File: config.mk
export PLATFORM = sky130hd
export DESIGN_NAME = rtcirq_ctrl
export DESIGN_NICKNAME = d
export VERILOG_FILES = /design/src/rtl/rtcirq_pkg.sv /design/src/rtl/rtcirq_hold_fsm.sv /design/src/rtl/rtcirq_flag_bank.sv /design/src/rtl/rtcirq_valid_reg.sv /design/src/rtl/rtcirq_ctrl.sv
export SDC_FILE = /design/constraint.sdc
export NUM_CORES = 1
export LEC_CHECK = 0
export BUFFER_PORTS_ARGS = -buffer_cell sky130_fd_sc_hd__buf_2
export CORE_MARGIN = 2
export CORE_UTILIZATION = 40
export DETAILED_ROUTE_END_ITERATION = 10
export GPL_TIMING_DRIVEN = 0
export PLACE_DENSITY = 0.72
export RECOVER_POWER = 100
export SLEW_MARGIN = 20
export SYNTH_ARGS = -nofsm -noshare
export SYNTH_HDL_FRONTEND = slang
export SYNTH_SLANG_ARGS = --single-unit
File: constraint.sdc
create_clock -name clk -period 1.2 [get_ports clk]
set_input_delay 0.18 -clock clk [delete_from_list [all_inputs] [get_ports clk]]
set_output_delay 0.18 -clock clk [all_outputs]
set_load 0.05 [all_outputs]
File: src/rtl/rtcirq_pkg.sv
package rtcirq_pkg;

    // number of interrupt sources and their index inside a source vector
    localparam int NSRC    = 3;
    localparam int SRC_UPD = 0;
    localparam int SRC_ALM = 1;
    localparam int SRC_PER = 2;

    // register layout: source i lives at bit FIELD_LSB + i
    localparam int DATA_W    = 8;
    localparam int FIELD_LSB = 4;
    localparam int SUM_BIT   = 7;
    localparam int VALID_BIT = 7;

    typedef logic [NSRC-1:0] src_vec_t;

    typedef enum logic [0:0] {
        ST_OPEN = 1'b0,
        ST_HOLD = 1'b1
    } hold_st_e;

endpackage

File: src/rtl/rtcirq_hold_fsm.sv
module rtcirq_hold_fsm #(
    parameter int HOLD_LEN = 2
) (
    input  logic clk,
    input  logic rst_n,
    input  logic stat_rd,
    output logic holding,
    output logic release_now
);
    import rtcirq_pkg::*;

    localparam int CW = (HOLD_LEN < 2) ? 1 : $clog2(HOLD_LEN);
    localparam logic [CW-1:0] LAST = CW'(HOLD_LEN - 1);

    hold_st_e       st_q, st_d;
    logic [CW-1:0]  cnt_q, cnt_d;

    // state register
    always_ff @(posedge clk) begin
        if (!rst_n) begin
            st_q  <= ST_OPEN;
            cnt_q <= '0;
        end else begin
            st_q  <= st_d;
            cnt_q <= cnt_d;
        end
    end

    // next state: T_READ, T_RESTART, T_RELEASE
    always_comb begin
        st_d  = st_q;
        cnt_d = cnt_q;
        unique case (st_q)
            ST_OPEN: begin
                if (stat_rd) begin
                    st_d  = ST_HOLD;
                    cnt_d = '0;
                end
            end
            ST_HOLD: begin
                if (stat_rd) begin
                    cnt_d = '0;
                end else if (cnt_q == LAST) begin
                    st_d  = ST_OPEN;
                    cnt_d = '0;
                end else begin
                    cnt_d = cnt_q + 1'b1;
                end
            end
            default: begin
                st_d  = ST_OPEN;
                cnt_d = '0;
            end
        endcase
    end

    // outputs
    always_comb begin
        holding     = (st_q == ST_HOLD);
        release_now = (st_q == ST_HOLD) && !stat_rd && (cnt_q == LAST);
    end

endmodule

File: src/rtl/rtcirq_flag_bank.sv
module rtcirq_flag_bank
    import rtcirq_pkg::*;
(
    input  logic     clk,
    input  logic     rst_n,
    input  src_vec_t evt,
    input  logic     clear,
    input  logic     holding,
    input  logic     release_now,
    output src_vec_t flags
);

    src_vec_t flag_q;
    src_vec_t pend_q;

    for (genvar i = 0; i < NSRC; i++) begin : g_src
        always_ff @(posedge clk) begin
            if (!rst_n) begin
                flag_q[i] <= 1'b0;
                pend_q[i] <= 1'b0;
            end else begin
                // flag: cleared by a status read, merged on release,
                // frozen while the hold window is open
                if (clear) begin
                    flag_q[i] <= 1'b0;
                end else if (release_now) begin
                    flag_q[i] <= flag_q[i] | pend_q[i] | evt[i];
                end else if (!holding) begin
                    flag_q[i] <= flag_q[i] | evt[i];
                end

                // pending: collects events while reads are in progress
                if (release_now) begin
                    pend_q[i] <= 1'b0;
                end else if (holding || clear) begin
                    pend_q[i] <= pend_q[i] | evt[i];
                end
            end
        end
    end

    assign flags = flag_q;

endmodule

File: src/rtl/rtcirq_valid_reg.sv
module rtcirq_valid_reg (
    input  logic clk,
    input  logic rst_n,
    input  logic batt_low,
    input  logic valid_rd,
    output logic valid
);

    logic valid_q;

    always_ff @(posedge clk) begin
        if (!rst_n) begin
            valid_q <= 1'b0;
        end else if (batt_low) begin
            valid_q <= 1'b0;
        end else if (valid_rd) begin
            valid_q <= 1'b1;
        end
    end

    assign valid = valid_q;

endmodule

File: src/rtl/rtcirq_ctrl.sv
module rtcirq_ctrl #(
    parameter int ADDR_W   = 2,
    parameter int A_CTRL   = 1,
    parameter int A_STAT   = 2,
    parameter int A_VALID  = 3,
    parameter int HOLD_LEN = 2
) (
    input  logic                        clk,
    input  logic                        rst_n,
    input  logic                        evt_alarm,
    input  logic                        evt_periodic,
    input  logic                        evt_update,
    input  logic                        batt_low,
    input  logic                        rd_stb,
    input  logic                        wr_stb,
    input  logic [ADDR_W-1:0]           addr,
    input  logic [rtcirq_pkg::DATA_W-1:0] wdata,
    output logic [rtcirq_pkg::DATA_W-1:0] rdata,
    output logic                        irq_n
);
    import rtcirq_pkg::*;

    localparam logic [ADDR_W-1:0] ADR_CTRL  = ADDR_W'(A_CTRL);
    localparam logic [ADDR_W-1:0] ADR_STAT  = ADDR_W'(A_STAT);
    localparam logic [ADDR_W-1:0] ADR_VALID = ADDR_W'(A_VALID);
    localparam int FIELD_MSB = FIELD_LSB + NSRC - 1;

    src_vec_t              evt_vec;
    src_vec_t              flags_w;
    src_vec_t              en_q;
    logic                  stat_rd, ctrl_wr, valid_rd;
    logic                  holding, release_now;
    logic                  valid_w;
    logic                  irq_act;
    logic [DATA_W-1:0]     rdata_q;
    logic                  unused_wdata;

    assign unused_wdata = ^{wdata[DATA_W-1:FIELD_MSB+1], wdata[FIELD_LSB-1:0]};

    always_comb begin
        evt_vec          = '0;
        evt_vec[SRC_UPD] = evt_update;
        evt_vec[SRC_ALM] = evt_alarm;
        evt_vec[SRC_PER] = evt_periodic;
    end

    // address decode
    assign stat_rd  = rd_stb && (addr == ADR_STAT);
    assign valid_rd = rd_stb && (addr == ADR_VALID);
    assign ctrl_wr  = wr_stb && (addr == ADR_CTRL);

    rtcirq_hold_fsm #(.HOLD_LEN(HOLD_LEN)) u_fsm (
        .clk         (clk),
        .rst_n       (rst_n),
        .stat_rd     (stat_rd),
        .holding     (holding),
        .release_now (release_now)
    );

    rtcirq_flag_bank u_flags (
        .clk         (clk),
        .rst_n       (rst_n),
        .evt         (evt_vec),
        .clear       (stat_rd),
        .holding     (holding),
        .release_now (release_now),
        .flags       (flags_w)
    );

    rtcirq_valid_reg u_valid (
        .clk      (clk),
        .rst_n    (rst_n),
        .batt_low (batt_low),
        .valid_rd (valid_rd),
        .valid    (valid_w)
    );

    // enable mask
    always_ff @(posedge clk) begin
        if (!rst_n) begin
            en_q <= '0;
        end else if (ctrl_wr) begin
            en_q <= wdata[FIELD_MSB:FIELD_LSB];
        end
    end

    assign irq_act = |(flags_w & en_q);

    // read data snapshot
    always_ff @(posedge clk) begin
        if (!rst_n) begin
            rdata_q <= '0;
        end else if (rd_stb) begin
            rdata_q <= '0;
            if (addr == ADR_CTRL) begin
                rdata_q[FIELD_MSB:FIELD_LSB] <= en_q;
            end else if (addr == ADR_STAT) begin
                rdata_q[SUM_BIT]             <= irq_act;
                rdata_q[FIELD_MSB:FIELD_LSB] <= flags_w;
            end else if (addr == ADR_VALID) begin
                rdata_q[VALID_BIT]           <= valid_w;
            end
        end
    end

    // outputs
    always_comb begin
        irq_n = !irq_act;
        rdata = rdata_q;
    end

endmodule

==> results of run 1 <==
per-stage QoR:
step | setup WS, ps | hold slack, ps | instances
detailed placement | -49.0 | 351 | 115
global route | -379 | 38.5 | 125
floorplan | -875 | 256 | 82
finish | -334 | 36.4 | 125
CTS | -291 | 29.6 | 124
global placement | -59.7 | 341 | 115
critical path, stage by stage (launching register included):
cell	delay, ps
dfxtp_2	340
a222oi_1	380
buf_4	190
buf_8	140
power breakdown:
part           internal, uW  leakage [uW]  total [uW]  switching (uW)
Clock                   185     0.0000210         372             187
Sequential              563      0.000132         586            22.9
Combinational          77.3      0.000241         201             124
worst max-delay path by stage:
stage,startpoint,endpoint
after CTS,en_q[0],irq_n
after global routing,u_flags.flags[0],irq_n
after global placement,u_flags.flags[0],irq_n
after floorplan,u_flags.flags[0],rdata[7]
final,u_flags.flags[0],irq_n
after detailed placement,u_flags.flags[0],irq_n
flip-flops by register name, summed over array words and instances, names as in the netlist:
register / cells
u_valid.valid: 1
rdata: 4
u_flags.pend_q: 3
u_fsm.holding: 1
en_q: 3
u_flags.flags: 3
u_fsm.cnt_q: 1
layer usage:
metal	global-route usage, %	vias to the layer above	wire, um
met5	0	-	0
met4	16.5	0	73
met3	4.80	6	95
met2	32.3	21	805
met1	22.1	299	661
li1	-	331	-
cells by family (layout without fill, tap and decap cells):
logic type,Yosys count,in the layout,share of synthesized area (%)
other,1,4,0.553
and+or+nand+nor,22,22,17.0
DFF,16,16,47.2
AOI/OAI and AO/OA,31,31,27.9
buffers and inverters,9,36,7.38
repair_timing:
action | CTS | global route
setup buffers | 5 | 3
gates resized for setup | 4 | 4
endpoints found under the setup margin | 1 | 2
hold endpoints to repair | 0 | 0
pin swaps | 1 | 2
Yosys cell counts:
| cell type | n |
|---|---|
| a21oi_1 | 11 |
| and3b_1 | 1 |
| a31oi_1 | 1 |
| buf_4 | 4 |
| o21a_1 | 1 |
| nand2b_1 | 2 |
| nor2_1 | 5 |
| nor2b_1 | 1 |
| inv_1 | 3 |
| a222oi_1 | 1 |
| conb_1 | 1 |
| a21o_1 | 3 |
| a21boi_0 | 4 |
| a22oi_1 | 3 |
| o21ai_0 | 7 |
| buf_2 | 1 |
| clkbuf_1 | 1 |
| nor3b_1 | 1 |
| nand3b_1 | 2 |
| nand3_1 | 4 |
| dfxtp_1 | 16 |
| and2b_1 | 1 |
| nand2_1 | 5 |
area by class of cell:
class	instances	share of cell area (%)
Sequential cell	16	36.2
Multi-Input combinational cell	57	35.9
Timing Repair Buffer	23	15.9
Buffer	6	4.34
Clock buffer	4	4.06
Tap cell	16	2.24
Inverter	3	1.26
==> summary.txt, run 1 <==
GRT
  – Initial antenna violation count: 0
  – Vias in the first global route: 656
  – Largest net degree at the start of global routing: 11
  – First-pass GRT wire length: 2810 um
  – Total GRT Usage: 20.0%
  – Overflow after GRT: 0

Floorplanning
  – Starting Density: 44.0%
  – Die area: 0.00204 mm2
  – Die width: 45.2 um
  – Die height: 45.2 um
  – I/O pins: 27
  – Core ar.: 0.00154 mm2
  – Row cnt: 14

Pwr
  – Final total power: 1160 uW
  – Leakage power: 0.000394 uW
  – Peak supply drop: 0.755 mV
  – Power Dens Cells: 1300 mW/mm2

Timing
  – Worst Skew: 0.875 ps
  – Setup TNS: -636 ps
  – Fmax: 652 MHz
  – Max Slew Vio Count: 0
  – PnR worst setup slack: -334 ps
  – Period utilization: 128%
  – Final number of hold-violating endpoints: 0
  – Final setup fails: 2
  – RSZ-0062 raised after global routing: true
  – Crit path time final: 1530 ps

CTS
  – CTS H-tree depth: 1
  – Num CTS Buffers: 3
  – Skew-Pair Late Insertion Delay: 300 ps
  – Hold bufs inserted after CTS: 0
  – Clock buffer depth: 2
  – Clock Tree Root: clkbuf_4
  – CTS tree: yes
  – Reg clk slew, reported paths: 100 ps
  – Clock sinks: 16

Critical path
  – Critical path peak fanout: 3
  – Reg-to-Reg Start: u_flags.flags[0]
  – Reg2reg path depth: 7
  – WP data required: 1020 ps
  – Crit path DAT: 1350 ps
  – Crit path capture type: output pin
  – Startpoint Class: flip-flop
  – R2r setup slk: -300 ps
  – FF-to-FF End: rdata[7]
  – Crit path kind: reg2out

Logic synthesis
  – Synth Instances: 79
  – Cell taking the most area after synthesis: dfxtp_1
  – Synthesized cell area: 678 um2
  – Sequential share of the synthesized area: 47.2%
  – Yosys reg bits: 16
  – Synth Area per Inst: 8.58 um2
  – Share of the synthesized area in the top cell type: 47.2%
  – Synth warn: 0
  – Synth top area cells: dfxtp_1 (47%), a21oi_1 (8.1%), o21ai_0 (5.2%), a21boi_0 (4.4%), buf_4 (4.4%)
  – Netlist cell types: 23

Final layout
  – Multi-input logic area: 322 um2
  – P&R area growth vs syn: 31.9%
  – Nets: 128
  – Design area: 895 um2
  – Most used cells in the layout excluding fill and tap cells: buf_2 (16), dfxtp_1 (13), a21oi_1 (11), buf_4 (9), o21ai_0 (7)
  – Share of layout cells above drive strength 1: 32.1%
  – Fillcell total: 152
  – Most common cell after layout, fill and taps aside: buf_2
  – Finished Core Util: 58.0%
  – Storage cell area: 324 um2
  – Ant diodes: 0

Routing
  – Vias/cell: 5.26
  – Drt wl/cell: 13.1 um
  – TritonRoute pass-1 iters: 4
  – Overall routed net length: 1640 um
  – Residual DRC count: 0
  – Drt initial violations: 13
  – Post-route ant nets: 0
  – Vias after detailed routing: 657

Min path
  – Hold depth: 2
  – Hold worst-path end: u_valid.valid
  – Worst min path class: in2reg
  – Hold_sp: batt_low

Placement
  – Post-DP HPWL: 1090 um
  – GPL Wtd Cong: 0.731
  – # port buffers: 17
  – DP Area: 795 um2

Flow run
  – Max-cap violations: 0

Outcome
  – Status: complete, but fails checks
  – Failing checks: setup timing
Power figures use the tool's default switching activity.
==> run 2, diff against run 1 <==
Settings changed: CORE_UTILIZATION 40 to 45, PLACE_DENSITY 0.72 to 0.79.
==> summary.txt, run 2 (synthesis gave the netlist of run 1 again) <==
Timing
  – Final number of hold-violating endpoints: 0 (unchanged)
  – Setup TNS: -358 ps (+277 ps)
  – RSZ-0062 raised after global routing: true
  – Fmax: 664 MHz (+1.9%)
  – Hold slack final: 45.3 ps (+8.91 ps)
  – Final setup fails: 2 (unchanged)
  – Crit path time final: 1510 ps (-28.9 ps)
  – PnR worst setup slack: -305 ps (+28.9 ps)
  – Max Slew Vio Count: 0 (unchanged)
  – Worst Skew: 1.63 ps (+0.752 ps)
  – Period utilization: 125% (-2.4 points)

Critical path
  – Crit path DAT: 1330 ps (-20 ps)
  – Critical path peak fanout: 3 (unchanged)
  – Crit path kind: reg2out
  – Startpoint Class: flip-flop
  – WP data required: 1020 ps (about the same)
  – Reg2reg path depth: 4 (-3)
  – Crit path capture type: output pin

CTS
  – CTS H-tree depth: 1 (unchanged)
  – Skew-Pair Late Insertion Delay: 280 ps (-20 ps)
  – Clock Tree Root: clkbuf_4
  – Clock buffer depth: 2 (unchanged)
  – Num CTS Buffers: 3 (unchanged)
  – CTS tree: yes
  – Clock sinks: 16 (unchanged)
  – Reg clk slew, reported paths: 90 ps (about the same)

Final layout
  – Most used cells in the layout excluding fill and tap cells: dfxtp_1 (14), buf_2 (12), a21oi_1 (11), o21ai_0 (7), buf_4 (7)
  – Max reg flops: 4 (unchanged)
  – Share of layout cells above drive strength 1: 28.6% (-3.5 points)
  – Ant diodes: 0 (unchanged)
  – Most common cell after layout, fill and taps aside: dfxtp_1
  – P&R area growth vs syn: 25.6%
  – Nets: 124 (-3.1%)

Routing
  – Vias/cell: 5.22 (-0.63%)
  – Post-route ant nets: 0 (unchanged)
  – Drt wl/cell: 11.5 um (-12%)
  – Residual DRC count: 0 (unchanged)
  – TritonRoute pass-1 iters: 5 (+1)
  – Vias after detailed routing: 632 (-3.8%)
  – Overall routed net length: 1390 um (-15%)
  – Drt initial violations: 24 (+11)

GRT
  – Total GRT Usage: 16.1% (-4.0 points)
  – Largest net degree at the start of global routing: 11 (unchanged)
  – Overflow after GRT: 0 (unchanged)
  – Initial antenna violation count: 0 (unchanged)
  – Vias in the first global route: 564 (-14%)
  – First-pass GRT wire length: 2220 um (-21%)

Pwr
  – Leakage power: 0.000369 uW (-6.5%)
  – Peak supply drop: 0.664 mV (-12%)
  – Power Dens Cells: 1310 mW/mm2 (+1.3%)

Min path
  – Worst min path class: in2reg
  – Hold depth: 2 (unchanged)

Floorplanning
  – Row cnt: 14 (unchanged)
  – Starting Density: 46.6% (+2.7 points)
  – Core ar.: 0.00145 mm2 (-5.7%)
  – Die area: 0.00183 mm2 (-10%)
  – Die height: 42.8 um (-5.2%)
  – I/O pins: 27 (unchanged)
  – Die width: 42.8 um (-5.2%)

Placement
  – Post-DP HPWL: 962 um (-12%)
  – # port buffers: 17 (unchanged)
  – GPL Wtd Cong: 0.771 (+5.5%)

Outcome
  – Status: complete, but fails checks
  – Failing checks: setup timing

Flow run
  – Max-cap violations: 0 (unchanged)
run 2: changes by cell type in the layout (fill, tap and decap cells not counted), sizes merged:
cell,before,now
clkbuf,6,10
buf,27,19
run 2: report_power, final:
part | leakage (uW) | switching, uW | internal (uW)
clock network | 0.0000210 | 164 | 185
logic | 0.000216 | 118 | 66.8
registers | 0.000132 | 22.1 | 563
run 2: final cells by class:
| cell class | count | area (um2) |
|---|---|---|
| Buffer | 6 | 38.8 |
| Clock buffer | 4 | 36.3 |
| Fill cell | 137 | 602 |
| Inverter | 3 | 11.3 |
| Multi-Input combinational cell | 57 | 322 |
| Sequential cell | 16 | 323 |
| Tap cell | 16 | 20.0 |
| Timing Repair Buffer | 19 | 101 |
run 2: what timing repair did:
action,CTS,global route
endpoints found under the setup margin,1,2
resized for setup,4,1
hold buffers,0,0
hold endpoints to repair,0,0
setup buffers,2,1
pin swaps,1,2
run 2: path summary, 6_finish.rpt:
check / slack [ps] / from / endpoint
hold reg to reg: 450 / u_flags.pend_q[1] / u_flags.pend_q[1]
setup reg to reg: -50 / u_flags.flags[0] / rdata[7]
setup / recovery: -310 / u_flags.flags[0] / irq_n
hold / removal: 50 / batt_low / u_valid.valid
run 2: routing by layer:
| metal | wire length, um | track usage (%) |
|---|---|---|
| met5 | 0 | 0 |
| met3 | 78 | 2.98 |
| met1 | 599 | 18.4 |
| met4 | 17 | 9.38 |
| met2 | 699 | 27.6 |
run 2: through the flow:
| step | util (%) | power, uW | instance area, um2 | setup WS [ps] | cells |
|---|---|---|---|---|---|
| after global routing | 58.6 | 1170 | 852 | -339 | 121 |
| after CTS | 58.6 | 1130 | 852 | -282 | 121 |
| final | 58.6 | 1120 | 852 | -305 | 121 |
| after floorplan | - | 723 | 689 | -875 | 82 |
| after detailed placement | 54.6 | 774 | 795 | -44.8 | 115 |
| after global placement | 54.6 | 769 | 795 | -54.8 | 115 |
run 2: worst max-delay path, cell delays in order, from the launching register on:
cell and delay, ps:
dfxtp_2 340, a222oi_1 430, buf_4 280
